--- src/rtl/ssp_regfront_pkg.sv ---
package ssp_regfront_pkg;
  typedef enum logic [1:0] {
    REG_DATA  = 2'd0,
    REG_STAT  = 2'd1,
    REG_PRESC = 2'd2,
    REG_SIZE  = 2'd3
  } reg_sel_e;
endpackage

--- src/rtl/ssp_fifo.sv ---
module ssp_fifo #(
  parameter int WIDTH = 16,
  parameter int DEPTH = 8
) (
  input  logic             clk,
  input  logic             rst,
  input  logic             push,
  input  logic [WIDTH-1:0] din,
  input  logic             pop,
  output logic [WIDTH-1:0] dout,
  output logic             empty,
  output logic             full
);
  localparam int PTR_W = (DEPTH > 1) ? $clog2(DEPTH) : 1;
  localparam int CNT_W = $clog2(DEPTH + 1);

  logic [WIDTH-1:0] mem [DEPTH];
  logic [PTR_W-1:0] wr_ptr, rd_ptr;
  logic [CNT_W-1:0] count;
  logic             do_push, do_pop;

  assign empty   = (count == '0);
  assign full    = (count == CNT_W'(DEPTH));
  assign do_pop  = pop && !empty;
  assign do_push = push && (!full || do_pop);
  assign dout    = mem[rd_ptr];

  // storage without reset so it maps onto RAM
  always_ff @(posedge clk) begin
    if (do_push) mem[wr_ptr] <= din;
  end

  always_ff @(posedge clk) begin
    if (rst) begin
      wr_ptr <= '0;
      rd_ptr <= '0;
      count  <= '0;
    end else begin
      if (do_push)
        wr_ptr <= (wr_ptr == PTR_W'(DEPTH - 1)) ? '0 : wr_ptr + 1'b1;
      if (do_pop)
        rd_ptr <= (rd_ptr == PTR_W'(DEPTH - 1)) ? '0 : rd_ptr + 1'b1;
      case ({do_push, do_pop})
        2'b10:   count <= count + 1'b1;
        2'b01:   count <= count - 1'b1;
        default: count <= count;
      endcase
    end
  end
endmodule

--- src/rtl/ssp_presc.sv ---
module ssp_presc #(
  parameter int PRESC_W = 8
) (
  input  logic               clk,
  input  logic               rst,
  input  logic               wr,
  input  logic [PRESC_W-1:0] wdata,
  output logic [PRESC_W-1:0] value,
  output logic               tick
);
  logic [PRESC_W-1:0] div_q;
  logic [PRESC_W-1:0] divisor;
  logic [PRESC_W-1:0] cnt;

  assign value   = div_q;
  assign divisor = (div_q == '0) ? PRESC_W'(2) : div_q;

  always_ff @(posedge clk) begin
    if (rst)     div_q <= PRESC_W'(2);
    else if (wr) div_q <= {wdata[PRESC_W-1:1], 1'b0};
  end

  always_ff @(posedge clk) begin
    if (rst) begin
      cnt  <= '0;
      tick <= 1'b0;
    end else if (cnt >= divisor - 1'b1) begin
      cnt  <= '0;
      tick <= 1'b1;
    end else begin
      cnt  <= cnt + 1'b1;
      tick <= 1'b0;
    end
  end
endmodule

--- src/rtl/ssp_regfront.sv ---
module ssp_regfront
  import ssp_regfront_pkg::*;
#(
  parameter int DATA_W     = 16,
  parameter int FIFO_DEPTH = 8,
  parameter int PRESC_W    = 8,
  parameter int SIZE_W     = 4,
  parameter int MIN_SIZE   = 3
) (
  input  logic              clk,
  input  logic              rst,
  input  logic              bus_wr,
  input  logic              bus_rd,
  input  logic [1:0]        bus_addr,
  input  logic [DATA_W-1:0] bus_wdata,
  output logic [DATA_W-1:0] bus_rdata,
  input  logic              eng_busy,
  output logic              tick_en,
  output logic [SIZE_W-1:0] frame_bits,
  output logic              tx_valid,
  output logic [DATA_W-1:0] tx_data,
  input  logic              tx_pop,
  input  logic              rx_push,
  input  logic [DATA_W-1:0] rx_data
);
  localparam int STAT_W = 5;

  logic [SIZE_W-1:0] size_q, eff_size;
  logic [DATA_W-1:0] word_mask, rx_head;
  logic [PRESC_W-1:0] presc_val;
  logic tx_empty, tx_full, rx_empty, rx_full;
  logic wr_data, wr_presc, wr_size, rd_data;

  assign wr_data  = bus_wr && (bus_addr == REG_DATA);
  assign wr_presc = bus_wr && (bus_addr == REG_PRESC);
  assign wr_size  = bus_wr && (bus_addr == REG_SIZE);
  assign rd_data  = bus_rd && (bus_addr == REG_DATA);

  always_ff @(posedge clk) begin
    if (rst)          size_q <= '1;
    else if (wr_size) size_q <= bus_wdata[SIZE_W-1:0];
  end

  assign eff_size   = (size_q < SIZE_W'(MIN_SIZE)) ? SIZE_W'(MIN_SIZE) : size_q;
  assign frame_bits = eff_size;

  always_comb begin
    for (int i = 0; i < DATA_W; i++)
      word_mask[i] = (i <= int'(eff_size));
  end

  ssp_fifo #(.WIDTH(DATA_W), .DEPTH(FIFO_DEPTH)) u_txq (
    .clk(clk), .rst(rst),
    .push(wr_data), .din(bus_wdata & word_mask),
    .pop(tx_pop), .dout(tx_data),
    .empty(tx_empty), .full(tx_full)
  );

  ssp_fifo #(.WIDTH(DATA_W), .DEPTH(FIFO_DEPTH)) u_rxq (
    .clk(clk), .rst(rst),
    .push(rx_push), .din(rx_data & word_mask),
    .pop(rd_data), .dout(rx_head),
    .empty(rx_empty), .full(rx_full)
  );

  assign tx_valid = !tx_empty;

  ssp_presc #(.PRESC_W(PRESC_W)) u_presc (
    .clk(clk), .rst(rst),
    .wr(wr_presc), .wdata(bus_wdata[PRESC_W-1:0]),
    .value(presc_val), .tick(tick_en)
  );

  always_ff @(posedge clk) begin
    if (rst) begin
      bus_rdata <= '0;
    end else if (bus_rd) begin
      case (reg_sel_e'(bus_addr))
        REG_DATA:  bus_rdata <= rx_empty ? '0 : rx_head;
        REG_STAT:  bus_rdata <= {{(DATA_W-STAT_W){1'b0}}, eng_busy, rx_full,
                                 !rx_empty, !tx_full, tx_empty};
        REG_PRESC: bus_rdata <= {{(DATA_W-PRESC_W){1'b0}}, presc_val};
        default:   bus_rdata <= {{(DATA_W-SIZE_W){1'b0}}, size_q};
      endcase
    end
  end
endmodule

--- config.mk ---
export PLATFORM = sky130hd
export DESIGN_NAME = ssp_regfront
export DESIGN_NICKNAME = d
export VERILOG_FILES = /design/src/rtl/ssp_regfront_pkg.sv /design/src/rtl/ssp_fifo.sv /design/src/rtl/ssp_presc.sv /design/src/rtl/ssp_regfront.sv
export SDC_FILE = /design/constraint.sdc
export NUM_CORES = 1
export LEC_CHECK = 0
export ABC_AREA = 1
export BUFFER_PORTS_ARGS = -buffer_cell sky130_fd_sc_hd__buf_4
export CAP_MARGIN = 20
export CELL_PAD_IN_SITES_DETAIL_PLACEMENT = 1
export CELL_PAD_IN_SITES_GLOBAL_PLACEMENT = 1
export CORE_AREA = 2 2 185 187
export DETAILED_ROUTE_END_ITERATION = 10
export DIE_AREA = 0 0 187 189
export PLACE_DENSITY = 0.62
export RECOVER_POWER = 50
export REMOVE_ABC_BUFFERS = 1
export SYNTH_ARGS = -nofsm -noshare
export SYNTH_HDL_FRONTEND = slang
export SYNTH_SLANG_ARGS = --single-unit
export TNS_END_PERCENT = 10
--- constraint.sdc ---
create_clock -name clk -period 7.6 [get_ports clk]
set_clock_uncertainty 0.15 [all_clocks]
set_input_delay 1.52 -clock clk [delete_from_list [all_inputs] [get_ports clk]]
set_output_delay 1.52 -clock clk [all_outputs]
set_load 0.05 [all_outputs]
==> summary.txt, run 1 <==
Power
  – Sw frac: a little under a third
  – Leak: 5.53 nW
  – Logic pwr share: about 23%
  – Sequential Power Share: between 40% and 50%
  – Internal: approximately 3.4 mW
  – Power Dens Cells: approximately 320 nW/µm²
  – Clk network pwr share: between 30 and 40%
  – Net switching power: about 1.5 mW
  – Max rail drop VDD: about 0.00017 V

Timing
  – Final setup vio count: 0
  – Post-route setup TNS: 0 ns
  – Slew @ Worst Pin: just under 3 ns
  – Final Slew Violations: 90
  – Fin. Hold Viols: 0
  – Fin crit period: between 5 and 6 ns
  – Slew headroom: -97.3%
  – Final WS setup: 2.58 ns
  – Unrepaired setup endpoints after global routing: no
  – Crit share post-route: about two thirds
  – Fmax: roughly 200 MHz

Global routing
  – Gr usage total: 19.5%
  – Vias in the first global route: 9314
  – Largest net degree at the start of global routing: 66
  – First-pass GRT wire length: ~54000 µm
  – Antenna violations before repair: 0
  – Total gr overflow: 0

Worst setup path
  – Crit path buf inv count: 4
  – Setup CP Type: in -> reg
  – Reg2Reg Depth: 8
  – Critical path capture point type: flop
  – Reg-to-reg slack, setup: ~2.9 ns
  – CP top delay family: simple AND/OR/NAND/NOR gates
  – Crit-path slowest cell: nor2_1
  – Crit path cell chain: buf_4 > clkinvlp_2 > nor2_1 > or2_4 > nand2_4 > inv_4 > nand2_8 > nor2_1 > buf_4
  – CP Data Required Time: 7.65 ns
  – Maximum fanout along the worst path: 16
  – Stages on worst setup path: 9
  – CP peak stage delay: roughly 1.3 ns
  – Critical Path Start Type: input pin
  – CP arrival: 5.07 ns

Cells and area
  – Design Area, Final: 15200 µm²
  – Nets: ~1300
  – Area growth, synth to finish: 16.1%
  – Layout cell share with drive strength beyond 1: between 10% and 20%
  – Fillers: approximately 3600
  – Fin cells: 1720
  – Diodes inserted: 0

Worst hold path
  – Hold path depth: 2
  – Worst min-delay path category: reg -> reg

Synth
  – Netlist Area Pre-Place: 13100 µm²
  – Syn avg cell area: between 10 and 15 µm²
  – Library cells used by synthesis: 42
  – Synth Area in Adders: about 2.5%
  – Top FF cell, synth: edfxtp_1
  – Synth Register Bits: about 320
  – Largest family of logic cells by synthesized area: compound AO/OA/AOI/OAI gates
  – Synth Area in Simple Gates: between 10% and 20%
  – Post-synthesis async set-or-reset flop share: 0%
  – Synth area leaders: edfxtp_1 59%, dfxtp_1 9.5%, nor2_1 7.3%, o21ai_0 5.6%, nand2_1 2.5%
  – Cells after Synth: around 1200
  – Compound-Gate Fraction of Synth Area: 12.1%
  – Warnings from Yosys: 0
  – Post-synth top area share: slightly below 60%
  – Seq/Total Area, Yosys: between 60% and 70%
  – Post-synth EDFFs: 256
  – Post-synthesis xor/xnor area fraction: less than 1%
  – Area leader, netlist: edfxtp_1
  – Multiplexer share of the synthesized area: 0%

Routing
  – ANT nets after route: 0
  – First-pass DRT Iterations: 4
  – Vias per Instance: between 5 and 6
  – Vias post-DR: slightly below 9000
  – DRC Markers: 0
  – Routed Wire Length: approximately 34000 µm
  – Iter 0 DRT Violations: between 500 and 600
  – DR WL/cell: between 15 and 20 µm

Floorplan
  – IO Pins: just under 80
  – Die outline height: 189 µm
  – Initial Util: approximately 40%
  – DIE WIDTH: around 190 µm
  – Die Area: roughly 35000 µm²
  – Core ar.: between 30000 and 40000 µm²
  – Row cnt: 67

Placement
  – IO buf count: between 70 and 80
  – Post-Place Cells: around 1700
  – Placed cell area: about 14000 µm²
  – Post-Place Worst Slack: roughly 3.2 ns
  – DP HPWL: around 21000 µm
  – Gp weighted congestion: 0.712

Clocking
  – Hold buffer count at cts: 0
  – H-tree levels: 2
  – # clock sinks: roughly 320
  – Clk root buf: clkbuf_16
  – Clk buf depth: 3
  – Clk slew on worst S/H paths: 0.06 ns
  – Clk_lat worst skew: between 0.5 and 0.6 ns
  – CTS tree: done
  – Post-CTS setup buffers: 0
  – Post-CTS sizing: 0
  – CTS Buf Count: 36

Run status
  – Failing checks: capacitance limit, slew limit
  – Status: finished with violations

Job
  – Max_cap viols: 2
==> sequential cells by signal (all words and copies together), names as in the netlist, 4 cells and up, named ones only <==
signal and count:
bus_rdata 16, size_q 4, u_presc.cnt 8, u_presc.value 7
u_rxq.count 4, u_rxq.mem 128, u_txq.count 4, u_txq.mem 128
==> per-stage QoR <==
stage,power (mW),util [%],hold WS (ns)
after detailed placement,3.14,42.6,0.311
after floorplan,2.76,-,0.280
after global placement,3.12,42.5,0.301
after global routing,5.08,45.8,0.339
after CTS,4.92,46.2,0.321
final,4.85,45.8,0.318
==> cell usage after synthesis, types with 18 or more instances <==
master	instances
o21ai_0	146
dfxtp_1	62
ha_1	23
a31oi_1	19
edfxtp_1	256
inv_1	84
a21oi_1	44
clkbuf_1	37
o211ai_1	18
o22ai_1	25
nand2_1	87
nand3_1	23
nor2_1	254
==> path summary, 6_finish.rpt <==
check                start               to
max                 bus_rd  u_rxq.mem[5][2]
min          bus_rdata[13]    bus_rdata[13]
max reg2reg           flop     bus_rdata[1]
min reg2reg  bus_rdata[13]    bus_rdata[13]
==> power groups by stage <==
stage / clock, mW / sequential (mW) / combinational, mW
2_1_floorplan: 0 / 2.08 / 0.684
3_3_place_gp: 0 / 2.03 / 1.09
3_5_place_dp: 0 / 2.03 / 1.11
4_1_cts: 1.81 / 2.00 / 1.12
5_1_grt: 1.88 / 2.00 / 1.20
6_report: 1.76 / 2.00 / 1.09
==> worst min-delay path, cell delays in order (launching register included) <==
cell and delay [ns]:
dfxtp_1 0.31, nand2_1 0.06, a21oi_1 0.06
==> cells by family (layout without fill, tap and decap cells) <==
group           after synthesis  count (layout)
simple gates                381             381
flops                       318             318
compound gates              282             282
buf+inv                     151             253
fa+ha+maj                    25              25
xor+xnor                     13              13
==> layer usage <==
metal | vias up | global-route usage (%) | part of all wire (%)
met5 | - | 0 | 0
met4 | 0 | 5.13 | 1.9
met3 | 51 | 2.71 | 3.2
met2 | 132 | 34.4 | 50
met1 | 4472 | 25.3 | 45
li1 | 4253 | - | -
==> cells in the final DEF, fill, tap and decap left out, drive strengths merged, types with 25 or more instances in the layout <==
| cell type | n |
|---|---|
| nor2 | 256 |
| clkbuf | 88 |
| dfxtp | 62 |
| a21oi | 45 |
| o21ai | 155 |
| buf | 58 |
| inv | 88 |
| edfxtp | 256 |
| o22ai | 25 |
| nand2 | 91 |
==> layout make-up <==
type	instances	area (µm²)	share of cell area, %
sequential	318	8930	58.6
multi-input combinational	701	3570	23.4
tap	448	561	3.68
inverter	89	342	2.24
clock buffer	46	990	6.49
clock inverter	18	215	1.41
timing repair buffer	100	634	4.16
Power figures use the tool's default switching activity.
==> run 2, diff against run 1 <==
PLACE_DENSITY = 0.65   (was 0.62)
clock period = 4.1 ns   (was 7.6 ns; I/O delays follow)
==> summary.txt, run 2 (synthesis gave the netlist of run 1 again) <==
Worst hold path
  – Worst min-delay path category: reg -> reg
  – Hold wc startpoint: bus_rdata[14]
  – Hold path depth: 2
  – Hold path endpoint: bus_rdata[14]

Clocking
  – Clk slew on worst S/H paths: roughly 0.060 ns
  – # clock sinks: approximately 320
  – Post-CTS sizing: 0
  – Post-CTS setup buffers: 0
  – CTS Buf Count: 35
  – Hold buffer count at cts: 0
  – Clk root buf: clkbuf_16
  – CTS tree: done
  – H-tree levels: 2
  – Clk_lat worst skew: about 0.52 ns
  – Clk buf depth: 3

Global routing
  – Gr usage total: between 15 and 20%
  – Met1 Use GR: between 20% and 30%
  – GR Util met3: between 3 and 4%
  – Largest net degree at the start of global routing: between 60 and 70
  – M2 GR Usage: 34.5%
  – Antenna violations before repair: 0
  – Busiest layer in global routing: met2
  – Vias in the first global route: about 9400
  – First-pass GRT wire length: 53300 µm
  – Total gr overflow: 0

Run status
  – Status: finished with violations
  – Failing checks: capacitance limit, slew limit

Timing
  – Post-route setup TNS: 0 ns
  – Crit share post-route: between 80 and 90%
  – Slew headroom: -4.60%
  – Slew @ Worst Pin: about 1.6 ns
  – Final setup vio count: 0
  – Fin crit period: ~3.5 ns
  – Fmax: around 280 MHz
  – Final Slew Violations: 24
  – Unrepaired setup endpoints after global routing: no
  – Fin. Hold Viols: 0

Power
  – Power Dens Cells: between 500 and 600 nW/µm²
  – Leak: between 5 and 6 nW
  – Max rail drop VDD: between 0.0003 and 0.0004 V

Worst setup path
  – Reg-to-reg slack, setup: ~1.2 ns
  – Critical path capture point type: output port
  – CP Data Required Time: about 3.1 ns
  – R2R Path End: u_rxq.mem[3][15]
  – Critical Path Start Type: flop
  – Setup CP Type: reg -> out
  – CP arrival: roughly 2.6 ns
  – Reg2Reg Depth: 10
  – Start of the worst register-to-register path: u_rxq.count[0]
  – Maximum fanout along the worst path: 34

Floorplan
  – Core ar.: ~33000 µm²
  – Row cnt: 67
  – Initial Util: approximately two fifths
  – IO Pins: just under 80
  – Die outline height: around 190 µm
  – DIE WIDTH: 187 µm
  – Die Area: 35300 µm²

Routing
  – First-pass DRT Iterations: 4
  – DRC Markers: 0
  – DR WL/cell: about 20 µm
  – Iter 0 DRT Violations: just under 600
  – ANT nets after route: 0
  – Routed Wire Length: 34400 µm
  – Vias per Instance: about 5.2
  – Vias post-DR: 8934

Cells and area
  – Diodes inserted: 0
  – Area growth, synth to finish: 16.0%
  – Layout cell share with drive strength beyond 1: between 10% and 20%
  – Most common cell after layout, fill and taps aside: edfxtp_1
  – Most frequent cells in the layout: 256 x edfxtp_1, 255 x nor2_1, 146 x o21ai_0
  – Largest regs: u_rxq.mem (128), u_txq.mem (128), bus_rdata (16)
  – Fillers: around 3600
  – Design Area, Final: roughly 15000 µm²
  – Nets: around 1300

Placement
  – Placed cell area: 14200 µm²
  – IO buf count: 78
  – Gp weighted congestion: 0.766
  – DP HPWL: 21300 µm

Job
  – Max_cap viols: 1
## run 2: changes by cell type in the layout (fill, tap and decap cells not counted)
| cell | delta |
|---|---|
| nand2_1 | +1 |
| or2_4 | -1 |
| bufinv_16 | -1 |
| clkinv_1 | -1 |
| clkinv_8 | +1 |
| clkbuf_16 | -1 |
| clkinv_2 | +3 |
| clkbuf_1 | -1 |
| nand2_4 | -1 |
| buf_8 | -1 |
| clkbuf_4 | -9 |
| inv_4 | -1 |
| buf_4 | +16 |
| or2_2 | +1 |
## run 2: report_power, final
part	internal, mW	switching [mW]	leakage [nW]
clock	1.92	1.27	0.577
combinational	0.567	1.43	2.13
sequential	3.63	0.108	2.83
total	6.12	2.81	5.54
## run 2: cell type report
class	count	area (µm²)	area share, %
clock inverters	19	208	1.36
flip-flops and latches	318	8930	58.6
repair buffers	106	672	4.41
clock buffers	44	961	6.31
multi-input cells	701	3560	23.4
well taps	448	561	3.68
inverters	89	340	2.23
## run 2: metrics by stage
step	instances	util [%]	setup slack, ns	power [mW]	hold WS, ns
floorplan	1108	-	0.526	5.12	0.280
global placement	1662	42.7	1.01	5.77	0.298
detailed placement	1662	42.7	0.946	5.83	0.317
CTS	1725	46.2	0.505	9.03	0.329
global route	1725	45.8	0.292	9.33	0.352
finish	1725	45.8	0.554	8.92	0.323
## run 2: worst max-delay path by stage
stage | startpoint | to | slack [ns]
global route | flop | tx_data[1] | 0.29
finish | flop | tx_data[6] | 0.55
CTS | flop | tx_data[1] | 0.50
floorplan | flop | tx_data[0] | 0.53
detailed placement | bus_addr[1] | u_rxq.count[3] | 0.95
global placement | bus_addr[1] | u_rxq.count[3] | 1.01
## run 2: metal layers
metal | up-vias | share of wire, %
met5 | - | 0
met4 | 0 | 2.9
li1 | 4266 | -
met3 | 67 | 3.5
met1 | 4451 | 44
met2 | 150 | 49
## run 2: worst max-delay path: stages (launching register included)
cell	delay (ns)
dfxtp_2	0.45
inv_2	0.46
buf_4	0.25
o21ai_0	0.09
o22ai_1	0.16
nor2_1	0.06
a31oi_1	0.30
buf_4	0.27
==> run 3, diff against run 2 <==
RECOVER_POWER = not set   (was 50)
==> summary.txt, run 3 (synthesis gave the netlist of run 1 again) <==
Timing
  – Crit share post-route: 87.0%
  – Unrepaired setup endpoints after global routing: no
  – Slew headroom: 35.3%
  – Slew @ Worst Pin: around 0.97 ns
  – Final setup vio count: 0
  – Fmax: 280 MHz
  – Fin crit period: approximately 3.6 ns
  – Fin. Hold Viols: 0
  – Post-route setup TNS: 0 ns
  – Final WS setup: between 0.5 and 0.6 ns
  – Final Slew Violations: 0

Worst setup path
  – Maximum fanout along the worst path: 34
  – Start of the worst register-to-register path: u_presc.value[4]
  – CP Data Required Time: between 3 and 4 ns
  – Critical path capture point type: output port
  – Reg-to-reg slack, setup: roughly 1.4 ns
  – CP arrival: 2.60 ns
  – Setup CP Type: reg -> out
  – Critical Path Start Type: flop
  – R2R Path End: u_presc.cnt[6]
  – Critical Path End: tx_data[6]
  – Reg2Reg Depth: 17

Global routing
  – Vias in the first global route: around 9400
  – M2 GR Usage: approximately a third
  – Antenna violations before repair: 0
  – Met1 Use GR: between 20% and 30%
  – GR Util met3: between 3 and 4%
  – Largest net degree at the start of global routing: 65
  – Busiest layer in global routing: met2
  – Total gr overflow: 0
  – Gr usage total: around 20%
  – First-pass GRT wire length: approximately 53000 µm

Power
  – Logic pwr share: roughly 23%
  – Sequential Power Share: 41.8%
  – Internal: 6.13 mW
  – Leak: roughly 5.7 nW
  – Total power: between 8 and 9 mW
  – Net switching power: roughly 2.8 mW
  – Max rail drop VDD: ~0.00035 V
  – Power Dens Cells: around 580 nW/µm²
  – Clk network pwr share: between 30 and 40%
  – Sw frac: 31.5%

Clocking
  – Clk buf depth: 3
  – CTS Buf Count: 35
  – Clk_lat worst skew: approximately 0.52 ns
  – Clk root buf: clkbuf_16
  – Clk slew on worst S/H paths: about 0.060 ns
  – Post-CTS sizing: 0
  – # clock sinks: approximately 320
  – Post-CTS setup buffers: 0
  – Hold buffer count at cts: 0
  – CTS tree: done
  – H-tree levels: 2

Cells and area
  – Area growth, synth to finish: 17.1%
  – Post-layout util: between 40% and 50%
  – Nets: between 1000 and 1500
  – Diodes inserted: 0
  – Most common cell after layout, fill and taps aside: edfxtp_1
  – Largest regs: u_rxq.mem (128), u_txq.mem (128), bus_rdata (16)
  – Layout cell share with drive strength beyond 1: between 10 and 15%
  – Most frequent cells in the layout: 256 x edfxtp_1, 254 x nor2_1, 146 x o21ai_0
  – Fillers: roughly 3600

Routing
  – DR WL/cell: 19.9 µm
  – Routed Wire Length: roughly 34000 µm
  – Vias per Instance: between 5 and 6
  – Vias post-DR: between 8000 and 9000
  – ANT nets after route: 0
  – First-pass DRT Iterations: 4
  – DRC Markers: 0
  – Iter 0 DRT Violations: roughly 610

Floorplan
  – IO Pins: between 70 and 80
  – Initial Util: about two fifths
  – Die outline height: 189 µm
  – Core ar.: 33300 µm²
  – Row cnt: 67
  – DIE WIDTH: 187 µm
  – Die Area: approximately 35000 µm²

Placement
  – DP HPWL: about 21000 µm
  – IO buf count: slightly below 80
  – Post-Place Worst Slack: ~0.95 ns
  – Gp weighted congestion: approximately 0.77

Worst hold path
  – Hold wc startpoint: bus_rdata[14]
  – Worst min-delay path category: reg -> reg

Run status
  – Status: finished clean

Job
  – Max_cap viols: 0
-- run 3: cell count changes in the layout (fill, tap and decap cells not counted), sizes merged --
cell / before / now
buf: 73 / 106
clkbuf: 77 / 44
clkinvlp: 2 / 1
inv: 87 / 88
-- run 3: how the worst min path moves through the flow --
stage,endpoint,slack (ns),depth (start not counted)
floorplan,u_presc.cnt[0],0.28,1
global placement,u_presc.cnt[0],0.30,1
detailed placement,bus_rdata[14],0.32,2
CTS,bus_rdata[14],0.33,2
global route,u_presc.cnt[0],0.35,1
finish,bus_rdata[14],0.32,2
-- run 3: worst max-delay path, stage by stage, from the launching register on --
cell     delay (ns)
dfxtp_2        0.45
inv_2          0.46
buf_4          0.25
o21ai_0        0.10
o22ai_1        0.17
nor2_1         0.06
a31oi_1        0.30
buf_4          0.27
-- run 3: layer usage --
metal / share of wire, % / vias up
li1: - / 4264
met1: 44 / 4463
met2: 49 / 162
met3: 3.5 / 70
met4: 3.0 / 0
met5: 0 / -
-- run 3: per-stage QoR --
stage | cell area, µm² | instances | hold slack, ns
after CTS | 15400 | 1725 | 0.329
after floorplan | 12800 | 1108 | 0.280
final | 15400 | 1725 | 0.324
after detailed placement | 14200 | 1662 | 0.317
after global placement | 14200 | 1662 | 0.298
after global routing | 15400 | 1725 | 0.352
-- run 3: power by group through the flow --
stage	clock (mW)	combinational, mW	sequential, mW
4_1_cts	3.26	2.03	3.74
3_5_place_dp	0	2.02	3.81
5_1_grt	3.39	2.20	3.75
6_report	3.19	2.01	3.74
3_3_place_gp	0	1.97	3.80
2_1_floorplan	0	1.27	3.85
-- run 3: area by class of cell --
| class | instances | area [µm²] | area share [%] |
|---|---|---|---|
| flip-flops and latches | 318 | 8930 | 58.1 |
| well taps | 448 | 561 | 3.65 |
| clock buffers | 44 | 961 | 6.25 |
| inverters | 89 | 342 | 2.22 |
| clock inverters | 19 | 208 | 1.35 |
| repair buffers | 106 | 796 | 5.18 |
| multi-input cells | 701 | 3570 | 23.2 |
